<file path="src/rtl/pkt_fifo_pkg.sv">
package pkt_fifo_pkg;
  localparam logic [2:0] ADDR_TXD  = 3'd0;
  localparam logic [2:0] ADDR_EOP  = 3'd1;
  localparam logic [2:0] ADDR_RXD  = 3'd2;
  localparam logic [2:0] ADDR_STAT = 3'd3;
  localparam logic [2:0] ADDR_INT  = 3'd4;
  localparam int STAT_W = 6;
  localparam int EVT_W  = 3;

  // Next count of reserved words after a data or end-of-packet write.
  function automatic int unsigned held_next(int unsigned held, bit wpush, bit epush,
                                            int unsigned lim);
    if (epush) return 0;
    if (wpush && held < lim) return held + 1;
    return held;
  endfunction

  // Next pointer value in a ring of the given depth.
  function automatic int unsigned ring_step(int unsigned p, int unsigned depth);
    return (p == depth - 1) ? 0 : p + 1;
  endfunction
endpackage

</file>
<file path="src/rtl/pfc_fifo.sv">
module pfc_fifo #(
  parameter int W     = 9,
  parameter int DEPTH = 4,
  parameter int CW    = $clog2(DEPTH + 1)
) (
  input  logic          clk,
  input  logic          rst_n,
  input  logic          push,
  input  logic          pop,
  input  logic [W-1:0]  din,
  output logic [W-1:0]  dout,
  output logic [CW-1:0] count
);
  import pkt_fifo_pkg::*;
  localparam int PW = (DEPTH > 1) ? $clog2(DEPTH) : 1;

  logic [W-1:0]  mem [DEPTH];
  logic [PW-1:0] rd_ptr, wr_ptr;

  always_ff @(posedge clk) begin
    if (!rst_n) begin
      rd_ptr <= '0;
      wr_ptr <= '0;
      count  <= '0;
    end else begin
      if (push) wr_ptr <= PW'(ring_step(int'(wr_ptr), DEPTH));
      if (pop)  rd_ptr <= PW'(ring_step(int'(rd_ptr), DEPTH));
      count <= count + CW'(push) - CW'(pop);
    end
  end

  always_ff @(posedge clk) begin
    if (push) mem[wr_ptr] <= din;
  end

  assign dout = mem[rd_ptr];
endmodule

</file>
<file path="src/rtl/pfc_tx_hold.sv">
module pfc_tx_hold #(
  parameter int HOLD = 2,
  parameter int CW   = 3,
  parameter int HW   = $clog2(HOLD + 1)
) (
  input  logic          clk,
  input  logic          rst_n,
  input  logic          wpush,
  input  logic          epush,
  input  logic [CW-1:0] count,
  output logic [HW-1:0] held,
  output logic          rel_ok
);
  import pkt_fifo_pkg::*;

  always_ff @(posedge clk) begin
    if (!rst_n) held <= '0;
    else        held <= HW'(held_next(int'(held), wpush, epush, HOLD));
  end

  // Entries ahead of the reserved tail may go out on the link.
  assign rel_ok = int'(count) > int'(held);
endmodule

</file>
<file path="src/rtl/pfc_int_status.sv">
module pfc_int_status #(
  parameter int N = 3
) (
  input  logic         clk,
  input  logic         rst_n,
  input  logic [N-1:0] evt,
  input  logic         clr,
  output logic [N-1:0] bits
);
  always_ff @(posedge clk) begin
    if (!rst_n) bits <= '0;
    else        bits <= (clr ? '0 : bits) | evt;
  end
endmodule

</file>
<file path="src/rtl/pkt_fifo_chan.sv">
module pkt_fifo_chan #(
  parameter int DW       = 8,
  parameter int TX_DEPTH = 4,
  parameter int RX_DEPTH = 4,
  parameter int HOLD     = 2
) (
  input  logic          clk,
  input  logic          rst_n,
  input  logic          cpu_wr,
  input  logic          cpu_rd,
  input  logic [2:0]    cpu_addr,
  input  logic [DW-1:0] cpu_wdata,
  output logic [DW-1:0] cpu_rdata,
  output logic          irq,
  output logic          tx_valid,
  input  logic          tx_ready,
  output logic [DW-1:0] tx_data,
  output logic          tx_mark,
  input  logic          rx_valid,
  output logic          rx_ready,
  input  logic [DW-1:0] rx_data,
  input  logic          rx_last
);
  import pkt_fifo_pkg::*;
  localparam int TCW = $clog2(TX_DEPTH + 1);
  localparam int RCW = $clog2(RX_DEPTH + 1);
  localparam int HW  = $clog2(HOLD + 1);

  // Decoded processor accesses
  logic wr_txd, wr_eop, rd_rxd, rd_int;
  assign wr_txd = cpu_wr && (cpu_addr == ADDR_TXD);
  assign wr_eop = cpu_wr && (cpu_addr == ADDR_EOP);
  assign rd_rxd = cpu_rd && (cpu_addr == ADDR_RXD);
  assign rd_int = cpu_rd && (cpu_addr == ADDR_INT);

  // Transmit path
  logic [TCW-1:0] tx_count;
  logic [HW-1:0]  held;
  logic [DW:0]    tx_din, tx_dout;
  logic tx_full, tx_empty, tx_word_push, tx_mark_push, tx_push, tx_pop;
  logic ovf_evt, tx_end_evt, status_ovf;

  assign tx_full      = (tx_count == TCW'(TX_DEPTH));
  assign tx_empty     = (tx_count == '0);
  assign ovf_evt      = (wr_txd || wr_eop) && tx_full;
  assign tx_word_push = wr_txd && !tx_full;
  assign tx_mark_push = wr_eop && !tx_full;
  assign tx_push      = tx_word_push || tx_mark_push;
  assign tx_din       = tx_mark_push ? {1'b1, {DW{1'b0}}} : {1'b0, cpu_wdata};
  assign tx_pop       = tx_valid && tx_ready;

  pfc_fifo #(.W(DW + 1), .DEPTH(TX_DEPTH), .CW(TCW)) u_txq (
    .clk(clk), .rst_n(rst_n), .push(tx_push), .pop(tx_pop),
    .din(tx_din), .dout(tx_dout), .count(tx_count));

  pfc_tx_hold #(.HOLD(HOLD), .CW(TCW), .HW(HW)) u_hold (
    .clk(clk), .rst_n(rst_n), .wpush(tx_word_push), .epush(tx_mark_push),
    .count(tx_count), .held(held), .rel_ok(tx_valid));

  assign tx_data    = tx_dout[DW-1:0];
  assign tx_mark    = tx_dout[DW];
  assign tx_end_evt = tx_pop && tx_mark;

  always_ff @(posedge clk) begin
    if (!rst_n)       status_ovf <= 1'b0;
    else if (ovf_evt) status_ovf <= 1'b1;
  end

  // Receive path
  logic [RCW-1:0] rx_count;
  logic [DW:0]    rx_dout;
  logic rx_full, rx_empty, rx_push, rx_pop, rx_end_evt, head_last;

  assign rx_full    = (rx_count == RCW'(RX_DEPTH));
  assign rx_empty   = (rx_count == '0);
  assign rx_ready   = !rx_full;
  assign rx_push    = rx_valid && !rx_full;
  assign rx_pop     = rd_rxd && !rx_empty;
  assign rx_end_evt = rx_push && rx_last;
  assign head_last  = !rx_empty && rx_dout[DW];

  pfc_fifo #(.W(DW + 1), .DEPTH(RX_DEPTH), .CW(RCW)) u_rxq (
    .clk(clk), .rst_n(rst_n), .push(rx_push), .pop(rx_pop),
    .din({rx_last, rx_data}), .dout(rx_dout), .count(rx_count));

  // Event register
  logic [EVT_W-1:0] int_bits;
  pfc_int_status #(.N(EVT_W)) u_evt (
    .clk(clk), .rst_n(rst_n), .evt({ovf_evt, tx_end_evt, rx_end_evt}),
    .clr(rd_int), .bits(int_bits));
  assign irq = |int_bits;

  // Read mux
  logic [STAT_W-1:0] stat;
  assign stat = {status_ovf, head_last, rx_full, !rx_empty, tx_full, tx_empty};

  always_comb begin
    cpu_rdata = '0;
    unique case (cpu_addr)
      ADDR_RXD:  if (!rx_empty) cpu_rdata = rx_dout[DW-1:0];
      ADDR_STAT: cpu_rdata = DW'(stat);
      ADDR_INT:  cpu_rdata = DW'(int_bits);
      default:   cpu_rdata = '0;
    endcase
  end
endmodule

</file>
<file path="config.mk">
export PLATFORM = sky130hd
export DESIGN_NAME = pkt_fifo_chan
export DESIGN_NICKNAME = d
export VERILOG_FILES = /design/src/rtl/pkt_fifo_pkg.sv /design/src/rtl/pfc_fifo.sv /design/src/rtl/pfc_tx_hold.sv /design/src/rtl/pfc_int_status.sv /design/src/rtl/pkt_fifo_chan.sv
export SDC_FILE = /design/constraint.sdc
export NUM_CORES = 1
export LEC_CHECK = 0
export BUFFER_PORTS_ARGS = -buffer_cell sky130_fd_sc_hd__buf_2
export CAP_MARGIN = 20
export CELL_PAD_IN_SITES_DETAIL_PLACEMENT = 0
export CELL_PAD_IN_SITES_GLOBAL_PLACEMENT = 1
export CORE_MARGIN = 2
export CORE_UTILIZATION = 44
export DETAILED_ROUTE_END_ITERATION = 8
export GPL_ROUTABILITY_DRIVEN = 0
export PLACE_DENSITY = 0.86
export REMOVE_ABC_BUFFERS = 1
export SLEW_MARGIN = 30
export SYNTH_ARGS = -nofsm -noshare
export SYNTH_HDL_FRONTEND = slang
export SYNTH_SLANG_ARGS = --single-unit
</file>
<file path="constraint.sdc">
create_clock -name clk -period 2.55 [get_ports clk]
set_clock_uncertainty 0.1 [all_clocks]
set_input_delay 0.1275 -clock clk [delete_from_list [all_inputs] [get_ports clk]]
set_output_delay 0.1275 -clock clk [all_outputs]
set_load 0.01 [all_outputs]
</file>
==> metrics.md <==
| Metric | Value |
|---|---|
| Total CTS buffers | 9 |
| Ports | 46 |
| RSZ-0062 raised after global routing | true |
| Max rail drop VDD | 424 uV |
| Slew Viols, Final | 0 |
| Pre-Repair DR Iteration Count | 4 |
| Initial Util | 44.8% |
| Mapped cell area | 0.00408 mm^2 |
| Critical path's top delay family | adder cells |
| Worst Max-Slew Pin Slew | 0.545 ns |
| Sw Pwr | 1.06 mW |
| Via/cell ratio | 5.29 |
| Worst r2r src | u_txq.count[0] |
| Hold Path Origin | cpu_wdata[6] |
| Die area | 0.0101 mm^2 |
| Clk network pwr share | 26.7% |
| CP Cell Sequence | inv_4, ha_4, and3b_2, a211oi_4, xnor2_1, ha_2, inv_2, fa_2, xor2_2, and2_4, nor3_2 |
| EDFF count, synth | 72 |
| Worst hold path stage count | 2 |
| Chip width | 100 um |
| Core area | 0.00911 mm^2 |
| Status | completed |
| CP Buf/Inv Count | 2 |
| Total gr overflow | 0 |
| Worst min-delay path class | input port to flip-flop |
| Final WL | 7410 um |
| Via count | 2354 |
| Ys async rst share | 0% |
| Slowest stage delay, CP | 0.39 ns |
| Share of layout cells above drive strength 1 | 32.3% |
| Slew margin rel. | 63.6% |
| All-Layer GR Usage | 15.3% |
| Combinational share of power | 24.0% |
| Layout fillers | 791 |
| Critical path type | flip-flop to flip-flop |
| Area grow syn2layout | 19.4% |
| Register area | 0.00265 mm^2 |
| Arr. time, crit path | 2.67 ns |
| CTS tree | yes |
| Area of the multi-input gates | 0.00138 mm^2 |
| CP max FO | 3 |
| Overall Power | 3.93 mW |
| Rows | 35 |
| Synthesized area per cell | 15.8 um^2 |
| Startpoint types | flip-flop |
| PortBufs | 45 |
| Crit path depth | 11 |
| Worst Path Required | 2.73 ns |
| Fin. Hold Viols | 0 |
| Final #Nets | 372 |
| Diode count | 0 |
| Leak pwr | 1.80 nW |
| R2R depth | 11 |
| Post-route ant nets | 0 |
| CTS max path bufs | 2 |
| Residual DRC | 0 |
| Register bit total from synthesis | 96 |
| CTS sink cnt | 96 |
| Setup crit start | u_txq.count[0] |
| Seq pwr share | 49.2% |
| Initial DRC Count | 66 |
| Ys Warns | 0 |
| Unique masters post-synth | 44 |
| Maxcap violations | 0 |
| Vias in the first global route | 2399 |
| CP max stage cell | fa_2 |
| Post-Place Cell Area | 0.00447 mm^2 |
| Die height | 100 um |
| Cell-internal power | 2.87 mW |
| Sequential element share of the synthesized area | 64.7% |
| Clock-pin slew of the registers on the worst-case setup and hold paths | 0.09 ns |
| F_max | 401 MHz |
| Nature of the critical path endpoint | flip-flop |
| Post-DP HPWL | 5050 um |
| First-pass GRT wire length | 11500 um |
| Worst-skew pair later-pin latency | 0.35 ns |
| Power Density | 806 mW/mm^2 |
| Tcrit/Tclk final | 97.8% |
| Post-route setup TNS | 0 ns |
| Final core occ | 53.5% |
| Cells after Synth | 258 |
| Final Cell Area | 0.00487 mm^2 |
| Minimum clock period | 2.49 ns |
| Pin count of the biggest net entering global routing | 16 |
| Dominant synthesized flop cell | edfxtp_1 |
| Net Sw Frac | 27.0% |
| Initial antenna violation count | 0 |
| Wirelength per Cell | 16.6 um |
| H-tree depth | 3 |
| Final setup violation count | 0 |
| Root buffer cell | clkbuf_8 |
-- kinds of logic (layout without fill, tap and decap cells) --
| group | Yosys count | after routing | share of synthesized area, % |
|---|---|---|---|
| adders and majority gates | 17 | 17 | 5.58 |
| AOI/OAI and AO/OA | 23 | 23 | 4.26 |
| and+or+nand+nor | 69 | 69 | 10.6 |
| buffers and inverters | 25 | 101 | 2.54 |
| xor gates and xnor gates | 4 | 4 | 0.859 |
| muxes | 24 | 24 | 11.4 |
| DFF | 96 | 96 | 64.7 |
-- worst register-to-register path: stages, from the launching register on --
cell and delay (ns):
dfxtp_4 0.36, inv_4 0.07, ha_4 0.19, and3b_2 0.23, a211oi_4 0.25, xnor2_1 0.15
ha_2 0.20, inv_2 0.04, fa_2 0.39, xor2_2 0.16, and2_4 0.15, nor3_2 0.14
-- cell usage after synthesis (all sizes together) (4+ instances only) --
| cell type | number | area share [%] |
|---|---|---|
| edfxtp | 72 | 53 |
| dfxtp | 24 | 12 |
| mux4 | 18 | 9.9 |
| inv | 17 | 1.6 |
| and2 | 16 | 2.5 |
| ha | 15 | 4.6 |
| nor2 | 11 | 1.0 |
| and3 | 9 | 1.4 |
| nand2 | 7 | 0.64 |
| a21oi | 6 | 0.74 |
| mux2i | 6 | 1.5 |
| clkbuf | 5 | 0.46 |
| nor3 | 4 | 0.61 |
| nor3b | 4 | 0.86 |
| o21ai | 4 | 0.49 |
-- flip-flops by register name, indices dropped and copies added (netlist names), 3 cells and up, named ones only --
register	count
u_evt.bits	3
u_rxq.count	3
u_rxq.mem	36
u_txq.count	3
u_txq.mem	36
-- cell usage in the layout (no fill, tap or decap), types with 4 or more instances in the layout --
cell type and instances:
clkbuf_8 9, inv_1 14, nand2_1 7, and3_1 9
dlygate4sd3_1 11, mux2i_1 6, edfxtp_1 72, buf_4 12
and2_1 15, buf_2 45, dfxtp_1 21, a21oi_1 6
nor2_1 11, ha_1 12, o21ai_0 4, mux4_2 18
-- power groups by stage --
stage          sequential (mW)  clock (mW)  combinational, mW
2_1_floorplan             1.95           0              0.565
3_3_place_gp              1.95           0              0.849
3_5_place_dp              1.96           0              0.870
4_1_cts                   1.93        1.08              0.885
5_1_grt                   1.95        1.15               1.03
6_report                  1.93        1.05              0.943
-- routing by layer --
layer,global-route usage [%],routed length (um)
met5,0,0
met4,5.37,94
met3,3.41,351
met2,26.7,3830
met1,18.8,3130
-- stage by stage --
stage | instances | setup slack, ns | hold slack (ns)
2_1_floorplan | 250 | 0.0116 | 0.126
3_3_place_gp | 414 | 0.112 | 0.239
3_5_place_dp | 414 | -0.0277 | 0.246
4_1_cts | 441 | 0.0475 | 0.0215
5_1_grt | 445 | -0.0441 | 0.0353
6_report | 445 | 0.0562 | 0.0343
-- repair_timing --
action                                  CTS  global route
gates resized for setup                   2            14
hold endpoints to repair                 38             0
endpoints found under the setup margin    1             1
pin swaps                                 1             7
buffers inserted                          0             4
hold buffers                             11             0
-- path summary, 6_finish.rpt --
check / to / slack (ns)
worst max-delay path: u_txq.count[2] / 0.06
worst min-delay path: u_txq.mem[3][6] / 0.03
worst max register to register: u_txq.count[2] / 0.06
worst min register to register: status_ovf / 0.39
-- cell type report --
| type | count | area share [%] |
|---|---|---|
| clock inverter | 5 | 1.64 |
| clock buffer | 11 | 2.70 |
| multi-input combinational | 137 | 28.4 |
| inverter | 17 | 1.36 |
| sequential | 96 | 54.4 |
| tap | 111 | 2.85 |
| timing repair buffer | 68 | 8.73 |
Note: power is estimated with default switching activity, not from simulation.
